## src/rtl/op_dec_pkg.sv

```systemverilog
package op_dec_pkg;

  parameter int OP_W  = 8;
  parameter int FLD_W = 3;
  parameter int CYC_W = 3;
  parameter int LEN_W = 2;

  localparam logic [FLD_W-1:0] REG_IDX_A  = 3'd7;
  localparam logic [FLD_W-1:0] FIELD_HL   = 3'd6;

  typedef enum logic [2:0] {
    CLS_ILLEGAL = 3'd0,
    CLS_LOAD    = 3'd1,
    CLS_STORE   = 3'd2,
    CLS_LOGIC   = 3'd3,
    CLS_CALL    = 3'd4,
    CLS_RET     = 3'd5,
    CLS_INTDIS  = 3'd6,
    CLS_HALT    = 3'd7
  } cls_e;

  typedef enum logic [2:0] {
    OPD_NONE   = 3'd0,
    OPD_REG    = 3'd1,
    OPD_IMM    = 3'd2,
    OPD_MEM_HL = 3'd3,
    OPD_DIR16  = 3'd4,
    OPD_HIGH   = 3'd5
  } opd_e;

  typedef enum logic [1:0] {
    POST_NONE = 2'd0,
    POST_INC  = 2'd1,
    POST_DEC  = 2'd2
  } post_e;

  typedef enum logic [1:0] {
    LOP_NONE = 2'd0,
    LOP_OR   = 2'd1,
    LOP_XOR  = 2'd2,
    LOP_AND  = 2'd3
  } lop_e;

  typedef struct packed {
    cls_e             cls;
    opd_e             dst_kind;
    logic [FLD_W-1:0] dst_reg;
    opd_e             src_kind;
    logic [FLD_W-1:0] src_reg;
    post_e            post;
    lop_e             lop;
    logic [CYC_W-1:0] cycles;
    logic [LEN_W-1:0] len;
    logic             hit;
  } uop_t;

  function automatic uop_t mk_uop(
    input cls_e             c,
    input opd_e             dk,
    input logic [FLD_W-1:0] dr,
    input opd_e             sk,
    input logic [FLD_W-1:0] sr,
    input post_e            p,
    input lop_e             l,
    input int               cy,
    input int               ln
  );
    uop_t u;
    u.cls      = c;
    u.dst_kind = dk;
    u.dst_reg  = dr;
    u.src_kind = sk;
    u.src_reg  = sr;
    u.post     = p;
    u.lop      = l;
    u.cycles   = CYC_W'(cy);
    u.len      = LEN_W'(ln);
    u.hit      = 1'b1;
    return u;
  endfunction

endpackage

```

## src/rtl/op_dec_fixed.sv

```systemverilog
module op_dec_fixed
  import op_dec_pkg::*;
(
  input  logic [OP_W-1:0] opcode_i,
  output uop_t            uop_o
);

  always_comb begin
    uop_o = '0;
    case (opcode_i)
      8'hEA: uop_o = mk_uop(CLS_STORE, OPD_DIR16, '0, OPD_REG, REG_IDX_A,
                            POST_NONE, LOP_NONE, 4, 3);
      8'hE0: uop_o = mk_uop(CLS_STORE, OPD_HIGH, '0, OPD_REG, REG_IDX_A,
                            POST_NONE, LOP_NONE, 3, 2);
      8'h22: uop_o = mk_uop(CLS_STORE, OPD_MEM_HL, '0, OPD_REG, REG_IDX_A,
                            POST_INC, LOP_NONE, 2, 1);
      8'h32: uop_o = mk_uop(CLS_STORE, OPD_MEM_HL, '0, OPD_REG, REG_IDX_A,
                            POST_DEC, LOP_NONE, 2, 1);
      8'h2A: uop_o = mk_uop(CLS_LOAD, OPD_REG, REG_IDX_A, OPD_MEM_HL, '0,
                            POST_INC, LOP_NONE, 2, 1);
      8'h3A: uop_o = mk_uop(CLS_LOAD, OPD_REG, REG_IDX_A, OPD_MEM_HL, '0,
                            POST_DEC, LOP_NONE, 2, 1);
      8'hB6: uop_o = mk_uop(CLS_LOGIC, OPD_REG, REG_IDX_A, OPD_MEM_HL, '0,
                            POST_NONE, LOP_OR, 2, 1);
      8'hAE: uop_o = mk_uop(CLS_LOGIC, OPD_REG, REG_IDX_A, OPD_MEM_HL, '0,
                            POST_NONE, LOP_XOR, 2, 1);
      8'hA6: uop_o = mk_uop(CLS_LOGIC, OPD_REG, REG_IDX_A, OPD_MEM_HL, '0,
                            POST_NONE, LOP_AND, 2, 1);
      8'hCD: uop_o = mk_uop(CLS_CALL, OPD_NONE, '0, OPD_NONE, '0,
                            POST_NONE, LOP_NONE, 6, 3);
      8'hC9: uop_o = mk_uop(CLS_RET, OPD_NONE, '0, OPD_NONE, '0,
                            POST_NONE, LOP_NONE, 4, 1);
      8'hF3: uop_o = mk_uop(CLS_INTDIS, OPD_NONE, '0, OPD_NONE, '0,
                            POST_NONE, LOP_NONE, 1, 1);
      8'h76: uop_o = mk_uop(CLS_HALT, OPD_NONE, '0, OPD_NONE, '0,
                            POST_NONE, LOP_NONE, 1, 1);
      default: uop_o = '0;
    endcase
  end

endmodule

```

## src/rtl/op_dec_pattern.sv

```systemverilog
module op_dec_pattern
  import op_dec_pkg::*;
(
  input  logic [OP_W-1:0] opcode_i,
  output uop_t            uop_o
);

  logic [1:0]       grp;
  logic [FLD_W-1:0] fld_dst;
  logic [FLD_W-1:0] fld_src;
  logic             dst_is_mem;
  logic             src_is_mem;

  assign grp        = opcode_i[7:6];
  assign fld_dst    = opcode_i[5:3];
  assign fld_src    = opcode_i[2:0];
  assign dst_is_mem = (fld_dst == FIELD_HL);
  assign src_is_mem = (fld_src == FIELD_HL);

  always_comb begin
    uop_o = '0;
    if (grp == 2'b00 && src_is_mem) begin
      uop_o.hit      = 1'b1;
      uop_o.src_kind = OPD_IMM;
      uop_o.cycles   = CYC_W'(2);
      uop_o.len      = LEN_W'(2);
      if (dst_is_mem) begin
        uop_o.cls      = CLS_STORE;
        uop_o.dst_kind = OPD_MEM_HL;
      end else begin
        uop_o.cls      = CLS_LOAD;
        uop_o.dst_kind = OPD_REG;
        uop_o.dst_reg  = fld_dst;
      end
    end else if (grp == 2'b01) begin
      uop_o.hit    = 1'b1;
      uop_o.cycles = CYC_W'(1);
      uop_o.len    = LEN_W'(1);
      if (dst_is_mem) begin
        uop_o.cls      = CLS_STORE;
        uop_o.dst_kind = OPD_MEM_HL;
      end else begin
        uop_o.cls      = CLS_LOAD;
        uop_o.dst_kind = OPD_REG;
        uop_o.dst_reg  = fld_dst;
      end
      if (src_is_mem) begin
        uop_o.src_kind = OPD_MEM_HL;
      end else begin
        uop_o.src_kind = OPD_REG;
        uop_o.src_reg  = fld_src;
      end
    end
  end

endmodule

```

## src/rtl/op_dec_merge.sv

```systemverilog
module op_dec_merge
  import op_dec_pkg::*;
(
  input  uop_t fixed_i,
  input  uop_t pat_i,
  output uop_t uop_o,
  output logic illegal_o
);

  uop_t illegal_uop;

  always_comb begin
    illegal_uop        = '0;
    illegal_uop.cycles = CYC_W'(1);
    illegal_uop.len    = LEN_W'(1);
  end

  always_comb begin
    if (fixed_i.hit) begin
      uop_o = fixed_i;
    end else if (pat_i.hit) begin
      uop_o = pat_i;
    end else begin
      uop_o = illegal_uop;
    end
    illegal_o = !(fixed_i.hit || pat_i.hit);
  end

endmodule

```

## src/rtl/op_decoder.sv

```systemverilog
module op_decoder
  import op_dec_pkg::*;
#(
  parameter int REG_OUT = 1
) (
  input  logic             clk,
  input  logic             rst,
  input  logic [OP_W-1:0]  opcode_i,
  output logic [2:0]       cls_o,
  output logic [2:0]       dst_kind_o,
  output logic [FLD_W-1:0] dst_reg_o,
  output logic [2:0]       src_kind_o,
  output logic [FLD_W-1:0] src_reg_o,
  output logic [1:0]       post_o,
  output logic [1:0]       logic_o,
  output logic [CYC_W-1:0] cycles_o,
  output logic [LEN_W-1:0] len_o,
  output logic             illegal_o
);

  uop_t fixed_uop;
  uop_t pat_uop;
  uop_t comb_uop;
  logic comb_illegal;
  uop_t out_uop;
  logic out_illegal;

  op_dec_fixed u_fixed (
    .opcode_i (opcode_i),
    .uop_o    (fixed_uop)
  );

  op_dec_pattern u_pattern (
    .opcode_i (opcode_i),
    .uop_o    (pat_uop)
  );

  op_dec_merge u_merge (
    .fixed_i   (fixed_uop),
    .pat_i     (pat_uop),
    .uop_o     (comb_uop),
    .illegal_o (comb_illegal)
  );

  generate
    if (REG_OUT != 0) begin : g_reg
      always_ff @(posedge clk) begin
        if (rst) begin
          out_uop     <= '0;
          out_illegal <= 1'b0;
        end else begin
          out_uop     <= comb_uop;
          out_illegal <= comb_illegal;
        end
      end
    end else begin : g_comb
      assign out_uop     = comb_uop;
      assign out_illegal = comb_illegal;
    end
  endgenerate

  assign cls_o      = out_uop.cls;
  assign dst_kind_o = out_uop.dst_kind;
  assign dst_reg_o  = out_uop.dst_reg;
  assign src_kind_o = out_uop.src_kind;
  assign src_reg_o  = out_uop.src_reg;
  assign post_o     = out_uop.post;
  assign logic_o    = out_uop.lop;
  assign cycles_o   = out_uop.cycles;
  assign len_o      = out_uop.len;
  assign illegal_o  = out_illegal;

endmodule

```

## config.mk

```make
export PLATFORM = sky130hd
export DESIGN_NAME = op_decoder
export DESIGN_NICKNAME = d
export VERILOG_FILES = /design/src/rtl/op_dec_pkg.sv /design/src/rtl/op_dec_fixed.sv /design/src/rtl/op_dec_pattern.sv /design/src/rtl/op_dec_merge.sv /design/src/rtl/op_decoder.sv
export SDC_FILE = /design/constraint.sdc
export NUM_CORES = 1
export LEC_CHECK = 0
export ABC_AREA = 1
export BUFFER_PORTS_ARGS = -buffer_cell sky130_fd_sc_hd__buf_2
export CAP_MARGIN = 20
export CORE_UTILIZATION = 49
export CTS_BUF_LIST = sky130_fd_sc_hd__clkbuf_16
export DETAILED_ROUTE_END_ITERATION = 10
export PLACE_DENSITY = 0.8
export SLEW_MARGIN = 20
export SYNTH_ARGS = -nofsm -noshare
export SYNTH_HDL_FRONTEND = slang
export SYNTH_SLANG_ARGS = --single-unit
```

## constraint.sdc

```tcl
create_clock -name clk -period 1.57 [get_ports clk]
set_input_delay 0.0785 -clock clk [delete_from_list [all_inputs] [get_ports clk]]
set_output_delay 0.0785 -clock clk [all_outputs]
set_load 0.1 [all_outputs]
```

Word-level counts from Yosys, hierarchy flattened
Index checks and enable logic that the tools add are counted.
{"block": "totals", "register_bits": 25, "inputBits": 10, "output_inout_bits": 25, "word_cells": 42}
{"block": "classes", "n_eq_ne": 16, "mux": 12, "reduce_logical": 4}
{"operator": "$pmux 25 s13", "n": 1}
{"operator": "$eq 8x8->1 const B", "n": 8}
{"operator": "$mux 25", "n": 2}
{"operator": "$eq 8x6->1 const B", "n": 4}
{"operator": "$mux 15", "n": 1}
{"operator": "$mux 12", "n": 1}
{"operator": "$mux 3", "n": 3}
{"operator": "$eq 8x7->1 const B", "n": 1}
{"operator": "$eq 3x3->1 const B", "n": 2}
{"operator": "$mux 6", "n": 1}
{"operator": "$mux 5", "n": 1}
{"operator": "$mux 4", "n": 1}
{"operator": "$eq 2x1->1 const B", "n": 1}
{"operator": "$logic_not 2->1", "n": 1}
{"operator": "$mux 2", "n": 1}
{"operator": "$logic_and 1x1->1", "n": 1}
{"operator": "$logic_not 1->1", "n": 1}
{"operator": "$logic_or 1x1->1", "n": 1}

Logic depth before layout (Yosys ltp)
{"block": "logic_depth", "depth_word": 6, "ltp_mapped": 12, "ltp_nobuf": 11}

Cells and area by module
Synthesis repeated with hierarchy kept, for this count alone.
{"block": "unflattened", "hier_cells": 319, "hier_area_um2": 2045.7}
{"module": "op_decoder", "n_inst": 1, "cells_per_inst": 78, "area_per_inst_um2": 724.4}
{"module": "op_dec_merge", "n_inst": 1, "cells_per_inst": 87, "area_per_inst_um2": 544.3}
{"module": "op_dec_fixed", "n_inst": 1, "cells_per_inst": 105, "area_per_inst_um2": 509.2}
{"module": "op_dec_pattern", "n_inst": 1, "cells_per_inst": 49, "area_per_inst_um2": 267.8}

Worst setup path after synthesis
No wires, ideal clock.
{"block": "synth_timing", "path_kind": "input to register", "start": "input opcode_i[3]", "end": "register out_uop, in the netlist cycles_o[2]", "arrival_ns": 1.026, "t_required_ns": 1.449, "path_slack_ns": 0.423, "path_stages": 11, "path_buffers": 1, "path_cell_list": "buf_6 -> inv_2 -> nor2_1 -> nand2_1 -> inv_1 -> nand2_1 -> nand3_1 -> nor2_2 -> nand2_4 -> nand2_4 -> a21oi_2"}
{"block": "synth_via", "elab_chain_cells": 3, "word_cells_on_any_way": 15}
{"item": "from (decl)", "line_no": "op_decoder.sv:8", "rtl": "input logic [OP_W-1:0] opcode_i,"}
{"item": "$eq 8x7->1, or another cell as far along", "line_no": "op_dec_fixed.sv:10", "rtl": "case (opcode_i)"}
{"item": "$pmux 25 s13 *", "line_no": "op_dec_fixed.sv:10"}
{"item": "$mux 25 *", "line_no": "op_dec_merge.sv:19", "rtl": "if (fixed_i.hit) begin"}
{"item": "to (signal assigned)", "line_no": "op_decoder.sv:52", "rtl": "out_uop <= comb_uop;"}
{"item": "to (decl)", "line_no": "op_decoder.sv:25", "rtl": "uop_t out_uop;"}
Mark *: on every way between the ends. The rest lies on a longest branch, timed or not.
A chain may end at the register's enable or synchronous reset.

Worst setup path after layout
{"block": "layout_timing", "start": "input opcode_i[7]", "end": "register out_uop, in the netlist cls_o[1]"}
{"block": "layout_via", "elab_chain_cells": 5, "word_cells_on_any_way": 23}
{"item": "branches (longest 4 deep; another with $pmux 25 s13)"}
{"item": "$mux 25 *", "line_no": "op_dec_merge.sv:19"}
Every way passes the cells marked *.

==> metrics.yaml <==
status: "finished clean"
final.setup.tns_ps: 0
ys_types: 26
vias: 1243
cts_sinks: 24
fin_ws_ps: 406
grt_pass1_vias: 1082
hold_violations: 0
syn_to_final_growth_pct: 22.1
die-area_sq_mm: 0.00279
syn-cell-area_sq_mm: 0.00127
met1_usage_pct: 26.6
met3_usage_pct: 6.09
ir_worst_vdd_mv: 1.08
maxSlewViolCount: 0
grt_pass1_wl_um: 4600
hp-class: "in2reg"
power_density_mw_per_mm2: 1060
routedWlPerCell_um: 11.3
worstPathRequired_ps: 1720
io_pins: 35
htreeDepth: 1
synth_edf_count: 0
use_met2_pct: 40.5
syn_nets: 197
syn_inst: 187
timing.fmax_mhz: 859
drtAntennaViolNets: 0
drc: 0
maxCapViolations: 0
drt_wl_total_um: 2820
start_util_pct: 51.6
synth.avg_cell_area_sq_um: 6.77
die_w_um: 52.8
core_area_sq_mm: 0.00245
ys_ff_latch: 24
numCtsBuffers: 3
ctsHoldBuffers: 0
critPathLaunchType: "input pin"
min_period_ps: 1160
final_cell_mix: "nand2_1 (40), buf_2 (33), nor2_1 (26)"
finalSetupViolCount: 0
antenna_cells: 0
synthArstFlopShare_pct: 0
cts-root-buf: "clkbuf_16"
period_share_pct: 74.2
rows: 18
yosys_warnings: 0
gp_congestion: 0.912
cts_resized: 0
yosysSeqAreaShare_pct: 37.9
grt_util_all_layers_pct: 22.8
crit_path_end_kind: "flip-flop"
cp.arrival_ps: 1320
place_ws_ps: 147
rsz0062_at_grt: "no"
antenna_found_initial: 0
dieHeight_um: 52.8
drive_gt1_share_pct: 34.1
clk_path_buf_depth: 2
synthFlopType: "dfxtp_1"
port_buffers: 33
grt_overflow: 0
grt-busiest-layer: "met2"
drt_iter0_markers: 20
power.leakage_nw: 0.856
grt_max_degree: 15
clkTransAtPathRegs_ps: 60
path_class: "in2reg"
cts_tree: "yes"
firstDrtPassIters: 4
cts_setup_buffers: 0
routed_via_density: 4.97
layout.nets: 231
mostFrequentLayoutCell: "nand2_1"
path_max_fanout: 5
hpwl_um: 2250
-- report_power, final --
group / total (mW) / leakage, nW / switching [mW] / internal, mW
combinational: 0.285 / 0.610 / 0.236 / 0.0488
sequential: 0.630 / 0.196 / 0.00357 / 0.627
clock: 0.723 / 0.0511 / 0.216 / 0.507
-- critical path: stages --
cell     delay, ps
buf_2          130
nand2_1        110
inv_2           70
nand2_1        120
nor2_2          70
nor2_2         220
inv_2           40
nor2_1         250
nand2_1         90
nand3_1         90
nand2_1         50
-- per-stage QoR --
stage	power [mW]	cell area [sq um]	util (%)	hold WS (ps)	cells
floorplan	0.877	1270	-	221	187
finish	1.64	1550	63.0	107	250
CTS	1.64	1550	63.0	102	250
detailed placement	0.928	1440	58.7	372	246
global route	1.69	1550	63.0	127	250
global placement	0.926	1440	58.7	368	246
-- cell families (layout without fill, tap and decap cells) --
logic type	Yosys count	count (layout)	share of synthesized area, %
simple gates	111	111	42.4
buf+inv	33	66	10.9
compound gates	18	18	8.50
flops	24	24	37.9
other cells	1	1	0.296
-- state kept, by name, indices dropped and copies added, names as in the netlist --
signal	count
dst_kind_o	3
cycles_o	3
len_o	2
src_kind_o	2
dst_reg_o	3
logic_o	2
cls_o	3
src_reg_o	3
illegal_o	1
post_o	2
-- synth_stat cells, types with 2 or more instances --
library cell / n / share of area (%)
nor2_1: 26 / 7.7
nand2_1: 40 / 12
a21oi_1: 8 / 3.2
nand4_1: 4 / 2.0
dfxtp_1: 24 / 38
a21oi_2: 3 / 2.1
nor2_4: 2 / 1.8
o21ai_0: 3 / 1.2
nand3_1: 13 / 5.1
nor2_2: 16 / 7.9
inv_1: 20 / 5.9
nand2_4: 2 / 1.8
o211ai_1: 2 / 1.2
inv_2: 8 / 2.4
nand2_2: 5 / 2.5
-- metal layers --
layer  up-vias  part of all wire [%]
met5         -                     0
met4         0                   1.0
met3         5                   6.0
met2        34                    50
met1       560                    43
li1        644                     -
-- final cells by class --
type | instances | area (sq um)
fillers | 233 | 908
inverters | 29 | 110
repair buffers | 33 | 165
clock inverters | 1 | 30.0
well taps | 30 | 37.5
clock buffers | 3 | 75.1
flip-flops and latches | 24 | 480
multi-input cells | 130 | 648
-- worst paths after layout --
| kind | end | from | cells after the start |
|---|---|---|---|
| setup / recovery | cls_o[1]$_SDFF_PP0_ | opcode_i[7] | 11 |
| hold / removal | src_reg_o[0]$_SDFF_PP0_ | rst | 2 |
Note: power is estimated with default switching activity, not from simulation.
